===== config.mk =====
export PLATFORM = sky130hd
export DESIGN_NAME = fifo_ring_ctrl
export DESIGN_NICKNAME = d
export VERILOG_FILES = /design/src/rtl/fifo_ring_pkg.sv /design/src/rtl/token_fsm.sv /design/src/rtl/ring_slice.sv /design/src/rtl/fill_tracker.sv /design/src/rtl/fifo_ring_ctrl.sv
export SDC_FILE = /design/constraint.sdc
export NUM_CORES = 1
export LEC_CHECK = 0
export ABC_AREA = 0
export BUFFER_PORTS_ARGS = -buffer_cell sky130_fd_sc_hd__clkbuf_2
export CORE_MARGIN = 10
export CORE_UTILIZATION = 55
export CTS_BUF_LIST = sky130_fd_sc_hd__clkbuf_4 sky130_fd_sc_hd__clkbuf_8
export CTS_CLUSTER_DIAMETER = 40
export CTS_CLUSTER_SIZE = 16
export DETAILED_ROUTE_END_ITERATION = 16
export PLACE_DENSITY = 0.74
export SLEW_MARGIN = 0
export SYNTH_ARGS = -nofsm -noshare
export SYNTH_HDL_FRONTEND = slang
export SYNTH_HIERARCHICAL = 1
export SYNTH_SLANG_ARGS = --single-unit

===== constraint.sdc =====
create_clock -name clk -period 3.2 [get_ports clk]
set_clock_uncertainty 0.15 [all_clocks]
set_input_delay 0.16 -clock clk [delete_from_list [all_inputs] [get_ports clk]]
set_output_delay 0.16 -clock clk [all_outputs]
set_load 0.1 [all_outputs]

===== src/rtl/fifo_ring_pkg.sv =====
package fifo_ring_pkg;

    // token engine states
    typedef enum logic [1:0] {
        TK_IDLE = 2'd0,
        TK_HOLD = 2'd1,
        TK_LAST = 2'd2
    } tok_state_t;

    // ring occupancy states
    typedef enum logic [1:0] {
        FL_EMPTY = 2'd0,
        FL_MID   = 2'd1,
        FL_FULL  = 2'd2
    } fill_state_t;

endpackage


===== src/rtl/token_fsm.sv =====
module token_fsm
    import fifo_ring_pkg::*;
#(
    parameter int DEPTH = 8,
    localparam int AW = $clog2(DEPTH)
) (
    input  logic          clk,
    input  logic          rst_n,
    input  logic          lead,
    input  logic          cascade_en,
    input  logic          tok_in,
    input  logic          xfer,
    output logic          owner,
    output logic [AW-1:0] slot,
    output logic          tok_out
);

    localparam logic [AW-1:0] SLOT_LAST = AW'(DEPTH - 1);
    localparam logic [AW-1:0] SLOT_PRE  = AW'(DEPTH - 2);

    tok_state_t state_q, state_d;
    logic       fire;

    assign fire = xfer && (state_q != TK_IDLE);

    // state register
    always_ff @(posedge clk) begin
        if (!rst_n) state_q <= lead ? TK_HOLD : TK_IDLE;
        else        state_q <= state_d;
    end

    // slot counter, wraps at the final slot
    always_ff @(posedge clk) begin
        if (!rst_n)    slot <= '0;
        else if (fire) slot <= (slot == SLOT_LAST) ? '0 : slot + 1'b1;
    end

    // next state
    always_comb begin
        state_d = state_q;
        unique case (state_q)
            TK_IDLE: if (cascade_en && tok_in) state_d = TK_HOLD;
            TK_HOLD: if (fire && slot == SLOT_PRE) state_d = TK_LAST;
            TK_LAST: if (fire) state_d = cascade_en ? TK_IDLE : TK_HOLD;
            default: state_d = TK_IDLE;
        endcase
    end

    // outputs
    always_comb begin
        owner   = (state_q != TK_IDLE);
        tok_out = (state_q == TK_LAST) && fire && cascade_en;
    end

endmodule


===== src/rtl/ring_slice.sv =====
module ring_slice #(
    parameter int DEPTH = 8,
    localparam int AW = $clog2(DEPTH),
    localparam int OW = $clog2(DEPTH + 1)
) (
    input  logic          clk,
    input  logic          rst_n,
    input  logic          lead,
    input  logic          cascade_en,
    input  logic          wr_pass_in,
    input  logic          rd_pass_in,
    input  logic          wr_go,
    input  logic          rd_go,
    output logic          wr_own,
    output logic          rd_own,
    output logic          wr_strobe,
    output logic          rd_strobe,
    output logic [AW-1:0] wr_slot,
    output logic [AW-1:0] rd_slot,
    output logic          wr_pass_out,
    output logic          rd_pass_out
);

    localparam logic [OW-1:0] HALF = OW'(DEPTH / 2);

    logic          wtok, rtok;
    logic [OW-1:0] occ_q;
    logic          half_full;

    token_fsm #(.DEPTH(DEPTH)) u_wr_tok (
        .clk(clk), .rst_n(rst_n), .lead(lead), .cascade_en(cascade_en),
        .tok_in(wr_pass_in), .xfer(wr_go),
        .owner(wr_own), .slot(wr_slot), .tok_out(wtok)
    );

    token_fsm #(.DEPTH(DEPTH)) u_rd_tok (
        .clk(clk), .rst_n(rst_n), .lead(lead), .cascade_en(cascade_en),
        .tok_in(rd_pass_in), .xfer(rd_go),
        .owner(rd_own), .slot(rd_slot), .tok_out(rtok)
    );

    assign wr_strobe = wr_go && wr_own;
    assign rd_strobe = rd_go && rd_own;

    // local occupancy for the half-full flag
    always_ff @(posedge clk) begin
        if (!rst_n) occ_q <= '0;
        else if (wr_strobe && !rd_strobe) occ_q <= occ_q + 1'b1;
        else if (rd_strobe && !wr_strobe) occ_q <= occ_q - 1'b1;
    end

    assign half_full = (occ_q > HALF);

    // shared pin: token pulse in cascade, half-full otherwise
    assign wr_pass_out = cascade_en ? wtok : half_full;
    assign rd_pass_out = rtok;

endmodule


===== src/rtl/fill_tracker.sv =====
module fill_tracker
    import fifo_ring_pkg::*;
#(
    parameter int NUM_SLICES  = 4,
    parameter int SLICE_DEPTH = 8,
    localparam int CW = $clog2(NUM_SLICES * SLICE_DEPTH + 1)
) (
    input  logic clk,
    input  logic rst_n,
    input  logic cascade_en,
    input  logic wr_en,
    input  logic rd_en,
    output logic wr_go,
    output logic rd_go,
    output logic full,
    output logic empty
);

    localparam logic [CW-1:0] CAP_RING = CW'(NUM_SLICES * SLICE_DEPTH);
    localparam logic [CW-1:0] CAP_ONE  = CW'(SLICE_DEPTH);

    fill_state_t   state_q, state_d;
    logic [CW-1:0] count_q;
    logic [CW-1:0] cap;

    assign cap = cascade_en ? CAP_RING : CAP_ONE;

    always_ff @(posedge clk) begin
        if (!rst_n) state_q <= FL_EMPTY;
        else        state_q <= state_d;
    end

    always_ff @(posedge clk) begin
        if (!rst_n)               count_q <= '0;
        else if (wr_go && !rd_go) count_q <= count_q + 1'b1;
        else if (rd_go && !wr_go) count_q <= count_q - 1'b1;
    end

    always_comb begin
        state_d = state_q;
        unique case (state_q)
            FL_EMPTY: if (wr_go) state_d = FL_MID;
            FL_MID: begin
                if (wr_go && !rd_go && count_q == cap - 1'b1)      state_d = FL_FULL;
                else if (rd_go && !wr_go && count_q == CW'(1))     state_d = FL_EMPTY;
            end
            FL_FULL:  if (rd_go) state_d = FL_MID;
            default:  state_d = FL_EMPTY;
        endcase
    end

    always_comb begin
        full  = (state_q == FL_FULL);
        empty = (state_q == FL_EMPTY);
        wr_go = wr_en && !full;
        rd_go = rd_en && !empty;
    end

endmodule


===== src/rtl/fifo_ring_ctrl.sv =====
module fifo_ring_ctrl #(
    parameter int NUM_SLICES  = 4,
    parameter int SLICE_DEPTH = 8,
    localparam int AW    = $clog2(SLICE_DEPTH),
    localparam int SEL_W = (NUM_SLICES > 1) ? $clog2(NUM_SLICES) : 1
) (
    input  logic                  clk,
    input  logic                  rst_n,
    input  logic                  cascade_en,
    input  logic [SEL_W-1:0]      lead_sel,
    input  logic                  wr_en,
    input  logic                  rd_en,
    output logic [NUM_SLICES-1:0] wr_slice_en,
    output logic [AW-1:0]         wr_addr,
    output logic [NUM_SLICES-1:0] rd_slice_en,
    output logic [AW-1:0]         rd_addr,
    output logic                  full,
    output logic                  empty,
    output logic [NUM_SLICES-1:0] wr_pass_out,
    output logic [NUM_SLICES-1:0] rd_pass_out
);

    logic                  wr_go, rd_go;
    logic [NUM_SLICES-1:0] wr_own, rd_own;
    logic [AW-1:0]         wslot [NUM_SLICES];
    logic [AW-1:0]         rslot [NUM_SLICES];

    fill_tracker #(.NUM_SLICES(NUM_SLICES), .SLICE_DEPTH(SLICE_DEPTH)) u_fill (
        .clk(clk), .rst_n(rst_n), .cascade_en(cascade_en),
        .wr_en(wr_en), .rd_en(rd_en),
        .wr_go(wr_go), .rd_go(rd_go), .full(full), .empty(empty)
    );

    for (genvar g = 0; g < NUM_SLICES; g++) begin : g_slice
        localparam int PREV = (g + NUM_SLICES - 1) % NUM_SLICES;
        ring_slice #(.DEPTH(SLICE_DEPTH)) u_slice (
            .clk(clk), .rst_n(rst_n),
            .lead(lead_sel == SEL_W'(g)),
            .cascade_en(cascade_en),
            .wr_pass_in(wr_pass_out[PREV]),
            .rd_pass_in(rd_pass_out[PREV]),
            .wr_go(wr_go), .rd_go(rd_go),
            .wr_own(wr_own[g]), .rd_own(rd_own[g]),
            .wr_strobe(wr_slice_en[g]), .rd_strobe(rd_slice_en[g]),
            .wr_slot(wslot[g]), .rd_slot(rslot[g]),
            .wr_pass_out(wr_pass_out[g]), .rd_pass_out(rd_pass_out[g])
        );
    end

    // slot of whichever slice owns each token
    always_comb begin
        wr_addr = '0;
        rd_addr = '0;
        for (int i = 0; i < NUM_SLICES; i++) begin
            if (wr_own[i]) wr_addr = wr_addr | wslot[i];
            if (rd_own[i]) rd_addr = rd_addr | rslot[i];
        end
    end

endmodule


; ---- Word-level counts from Yosys, hierarchy flattened
; Index checks and enable logic that the tools add are counted.
[classes]
n_addsub = 19
magnitude_cmp = 4
eq_ne = 66
muxes = 81
n_bitwise = 6
reduce_logical = 98
[op_table]
columns = cell, count
row1 = two-way mux 2 bit, 36
row2 = inequality test 3 bit (second input constant), 20
row3 = logical AND 1 bit, 54
row4 = case mux 2 bit (3 select lines), 9
row5 = == test 3 bit (second input constant), 16
row6 = two-way mux 3 bit, 16
row7 = two-way mux 4 bit, 8
row8 = AND reduction 3 bit, 9
row9 = nonzero test 2 bit, 13
row10 = adder 3 x 1 -> 3 bit (second input constant), 8
row11 = == test 2 bit (second input constant), 11
row12 = == test 2 x 1 -> 1 bit (second input constant), 10
row13 = logical NOT 2 bit, 10
row14 = two-way mux 6 bit, 3
row15 = OR 3 bit, 6
row16 = adder 4 x 1 -> 4 bit (second input constant), 4
row17 = > comparator 4 x 3 -> 1 bit (second input constant), 4
row18 = subtractor 4 x 1 -> 4 bit (second input constant), 4
row19 = logical NOT 1 bit, 12
row20 = inequality test 3 x 2 -> 1 bit (second input constant), 4
row21 = subtractor 6 x 1 -> 6 bit (second input constant), 2
row22 = two-way mux 1 bit, 9
row23 = adder 6 x 1 -> 6 bit (second input constant), 1
row24 = == test 6 x 1 -> 1 bit (second input constant), 1
row25 = other kinds (3), 4
[totals]
ff_bits = 64
input_bits = 7
word_cells = 296

; ---- Longest topological paths before layout
[depth]
ltp_word = 11
ltp_mapped = 12

; ---- Hierarchy
; Netlist, hierarchy kept.
[by_module_without_submodules]
columns = module, n_inst, cells_per_inst, area_per_inst_um2, seq_area_each_um2
row1 = token_fsm, 8, 30, 311.5, 120.1
row2 = ring_slice, 4, 33, 306.5, 80.1
row3 = fill_tracker, 1, 66, 548.0, 160.2
row4 = fifo_ring_ctrl, 1, 22, 135.1, 0.0

; ---- Worst setup path after synthesis
; Ideal clock, no wire load.
[synth_path]
path_type = flip-flop to flip-flop
start = register u_fill.state_q[0]
end = register g_slice[0].u_slice.u_wr_tok.state_q[0] (enable)
arrival_ns = 3.064
path_slack_ns = -0.337
path_stages_with_launch = 10
synth_period_minus_slack_ns = 3.537
path_cell_list = dfxtp_1 inv_1 nand2_1 nand2_1 inv_1 and4b_1 nor2b_1 a21oi_1 nand3b_1 a32oi_1
[synth_via]
elab_chain_cells = 10
elab_cells_between_ends = 14
cone_classes = eq/ne: 4 / mux: 1 / reduce/logical: 9
[synth_rtl]
columns = element, line_no
row1 = start: declaration, fill_tracker.sv:22  ; fill_state_t state_q, state_d;
row2 = start signal: assignment, fill_tracker.sv:30  ; else state_q <= state_d;
row3 = == test 2 bit, fill_tracker.sv:53  ; full = (state_q == FL_FULL);
row4 = logical NOT 1 bit, fill_tracker.sv:55  ; wr_go = wr_en && !full;
row5 = logical AND 1 bit, fill_tracker.sv:55
row6 = net wr_go, fifo_ring_ctrl.sv:23  ; logic wr_go, rd_go;
row7 = logical AND 1 bit, token_fsm.sv:24  ; assign fire = xfer && (state_q != TK_IDLE);
row8 = logical AND 1 bit (2 in a row), token_fsm.sv:52  ; tok_out = (state_q == TK_LAST) && fire && cascade_en;
row9 = net g_slice[3].u_slice.wtok, ring_slice.sv:26  ; logic wtok, rtok;
row10 = two-way mux 1 bit, ring_slice.sv:55  ; assign wr_pass_out = cascade_en ? wtok : half_full;
row11 = net wr_pass_out[3], fifo_ring_ctrl.sv:19  ; output logic [NUM_SLICES-1:0] wr_pass_out,
row12 = logical AND 1 bit, token_fsm.sv:42  ; TK_IDLE: if (cascade_en && tok_in) state_d = TK_HOLD;
row13 = inequality test 3 bit (no line), n/a
row14 = AND reduction 3 bit (no line), n/a
row15 = end signal: assignment, token_fsm.sv:28  ; if (!rst_n) state_q <= lead ? TK_HOLD : TK_IDLE;
row16 = end signal: assignment, token_fsm.sv:29  ; else state_q <= state_d;
row17 = end: declaration, token_fsm.sv:21  ; tok_state_t state_q, state_d;
; The timed path passes the listed nets, and every way through them passes these cells.
; A chain may end at the register's enable or synchronous reset.

; ---- Worst setup path in the final report
[layout_path]
start = register u_fill.state_q[0]
end = output wr_pass_out[0]
[layout_via]
elab_chain_cells = 7
[layout_rtl]
columns = element, line_no
row1 = == test 2 bit, fill_tracker.sv:53
row2 = logical NOT 1 bit, fill_tracker.sv:55
row3 = logical AND 1 bit, fill_tracker.sv:55
row4 = net wr_go, fifo_ring_ctrl.sv:23
row5 = logical AND 1 bit, token_fsm.sv:24
row6 = logical AND 1 bit (2 in a row), token_fsm.sv:52
row7 = net g_slice[0].u_slice.wtok, ring_slice.sv:26
row8 = two-way mux 1 bit, ring_slice.sv:55
row9 = end: declaration, fifo_ring_ctrl.sv:19
; The timed path passes the listed nets, and every way through them passes these cells.

==> flow_metrics.py <==
metrics = {
    "pwr": {
        "finalPower_uw": 3809,
        "clock_power_share_pct": 17.0,
        "power_density_nw_per_um2": 799.6,
        "seqPwrFrac_pct": 36.0,
        "switchingPower_uw": 1729,
        "intPower_uw": 2080,
        "peakVddDrop_mv": 0.4642,
        "leakagePower_uw": 0.002057,
        "pwr-share-comb_pct": 46.9,
        "switching_share_pct": 45.40,
    },
    "cts": {
        "clkSlewWorstSetupHoldPaths_ns": 0.07,
        "cts_buffers": 9,
        "cts_max_level": 3,
        "cts_sinks": 64,
        "root_buffer": "clkbuf_8",
        "ctsResizeCount": 0,
        "insertion_delay_ns": 0.35,
        "cts.path.max_buffers": 2,
        "cts_tree": "built",
    },
    "drt": {
        "first_pass_iters": 4,
        "wl_met2_mm": 4.542,
        "met1Wirelength_mm": 4.063,
        "vias": 3376,
        "final_antenna_net_count": 0,
        "top_layer_used": "met4",
        "drt_iter0_markers": 128,
        "drt-vias-per-instance": 5.655,
        "wl_per_cell_um": 15.23,
        "drcViolationCount": 0,
        "totalWireLength_mm": 9.090,
        "routed-wl-met3_um": 351,
    },
    "yosys": {
        "syn-num-nets": 512,
        "syn_inst": 460,
        "syn-mean-instance-area_um2": 9.569,
        "netlist_area_um2": 4402,
        "ys_types": 41,
        "yosysSeqAreaShare_pct": 32.75,
        "synth-seq-cells": 64,
        "yosys_warnings": 6,
    },
    "sta": {
        "setup_viol": 0,
        "postLayoutSetupSlackWorst_ns": 0.4540,
        "drv_slew": 0,
        "fmax_mhz": 364.2,
        "tns_ns": 0,
        "relSlewSlack_pct": 55.31,
        "fin_crit_ns": 2.746,
        "post-route-period-util_pct": 85.81,
        "hold_viol": 0,
        "rsz0062_at_grt": "no",
        "tightest_slew_ns": 0.6704,
    },
    "cells_and_area": {
        "stdcell_area_um2": 4763,
        "final_common_cell": "nand2_1",
        "n_antenna_cell": 0,
        "nets": 542,
        "mostFrequentLayoutCells": "64 x nand2_1, 48 x dfxtp_1, 41 x ha_1",
        "area_growth_pct": 8.215,
        "fin_util_pct": 61.32,
        "drive_above_1_share_pct": 15.76,
    },
    "worst_setup_path": {
        "end_kind": "primary output",
        "critPathBufInv": 4,
        "slowest_stage": "clkbuf_2",
        "rrSetupSlack_ns": 0.48,
        "critical_path_class": "reg2out",
        "critPathRequiredTime_ns": 2.89,
        "crit_chain": "inv_1 > nand2_1 > nand2_1 > inv_1 > buf_4 > and4b_1 > nor2b_1 > a21oi_2 > clkbuf_2",
        "crit_arrival_ns": 2.44,
        "start_kind": "register",
        "critPathTopFamily": "buffers and inverters",
        "cpPeakStageDelay_ns": 0.49,
        "crit_fanout": 14,
    },
    "die": {
        "die_area_um2": 11980,
        "rows": 32,
        "start_util_pct": 56.67,
        "coreArea_um2": 7767,
        "io_pins": 31,
        "die-width_um": 109.5,
        "die_h_um": 109.5,
    },
    "global_route": {
        "antenna_found_initial": 0,
        "gr-usage-all-layers_pct": 16.11,
        "grt_pass1_vias": 3397,
        "grt_max_degree": 45,
        "grt_overflow_total": 0,
        "grt_pass1_wl_mm": 15.83,
    },
    "placement": {
        "port_buffers": 30,
        "post-dp-hpwl_mm": 6.798,
        "place_congestion": 0.8011,
        "placed_area_um2": 4573,
        "place_ws_ns": 0.4873,
    },
    "hold_path": {
        "hp-class": "in2reg",
    },
    "run": {
        "max-cap-violations": 0,
    },
    "run_status": {
        "status": "complete, no violations",
    },
}
## area by class of cell
class | instances | area [um2]
clock buffers | 11 | 151.4
clock inverters | 5 | 28.78
fillers | 690 | 3004
inverters | 23 | 86.33
multi-input cells | 357 | 2725
flip-flops and latches | 64 | 1441
well taps | 102 | 127.6
repair buffers | 35 | 202.7
## sequential cells by signal (all words and copies together) (netlist names)
signal,count
g_slice.u_slice/occ_q,16
g_slice.u_slice/u_rd_tok/slot,12
g_slice.u_slice/u_wr_tok/slot,12
g_slice.u_slice/u_rd_tok/state_q,8
g_slice.u_slice/u_wr_tok/state_q,8
u_fill/count_q,6
u_fill/state_q,2
## through the flow
step / std cells / hold slack [ns]
after floorplan: 460 / 0.1281
after global placement: 580 / 0.2659
after detailed placement: 580 / 0.2573
after CTS: 597 / 0.06426
after global routing: 597 / 0.08822
final: 597 / 0.07936
## tightest hold or removal path: cells and delay by family
kind	cells	cell delay (ns)
compound gates	1	0.16
mux	1	0.14
buf+inv	1	0.09
## per-layer routing
| layer | GRT usage [%] | up-vias |
|---|---|---|
| met2 | 27.43 | 41 |
| li1 | - | 1699 |
| met3 | 4.681 | 12 |
| met1 | 19.06 | 1624 |
| met5 | 0 | - |
| met4 | 5.297 | 0 |
## kinds of logic after synthesis
family | after synthesis | synth area share [%]
XOR/XNOR | 10 | 1.990
adder cells (fa/ha/maj) | 45 | 13.47
AND/OR/NAND/NOR | 186 | 24.02
AO/OA/AOI/OAI | 70 | 11.37
flip-flops | 64 | 32.75
multiplexers | 46 | 10.72
buffers and inverters | 39 | 5.685
## cells in the mapped netlist
cell type  count  area share [%]
nand2_1       64             5.5
dfxtp_1       48              22
ha_1          41              12
mux2i_1       37             8.4
inv_1         23             2.0
nor2b_1       18             2.6
edfxtp_1      16              11
or3b_1        16             3.2
a21oi_1       15             1.7
nand3_1       14             1.6
nor2_1        14             1.2
and2_1        13             1.8
a22oi_1       12             2.0
o21ai_0       10             1.1
mux2_2         9             2.3
nand3b_1       9             1.5
xnor2_1        9             1.8
a32oi_1        8             1.6
and3b_1        8             1.6
and4b_1        8             1.8
buf_4          8             1.4
o21a_1         8             1.4
or2_2          8             1.1
nand2b_1       7            0.99
a211oi_2       4             1.1
a21oi_2        4            0.80
a31oi_1        4            0.57
buf_12         4             1.8
fa_1           4             1.8
or3_1          3            0.43
clkbuf_1       2            0.17
nand4_1        2            0.28
o32ai_1        2            0.40
a211o_1        1            0.20
a32o_1         1            0.23
a41oi_1        1            0.20
buf_2          1            0.11
buf_6          1            0.26
or4_1          1            0.17
or4b_1         1            0.23
xor2_1         1            0.20
## power groups by stage
stage                     combinational [uW]  clock (uW)  sequential [uW]
after floorplan                         1610           0             1300
after global placement                  1740           0             1370
after detailed placement                1790           0             1390
after CTS                               1800         668             1370
after global routing                    1960         708             1420
final                                   1790         649             1370
## path summary, 6_finish.rpt
path | startpoint | to | depth (start not counted)
setup / recovery | u_fill/state_q[0] | wr_pass_out[0] | 9
hold / removal | wr_en | u_fill/state_q[0] | 3
hold reg to reg | g_slice[3].u_slice/occ_q[3] | g_slice[3].u_slice/occ_q[3] | 2
setup reg to reg | u_fill/state_q[0] | g_slice[1].u_slice/occ_q[3] | 12
## repair_timing
action,CTS,global route
buffers inserted,0,0
endpoints found under the hold margin,1,0
hold buffers,1,0
(Power assumes the default switching activity.)
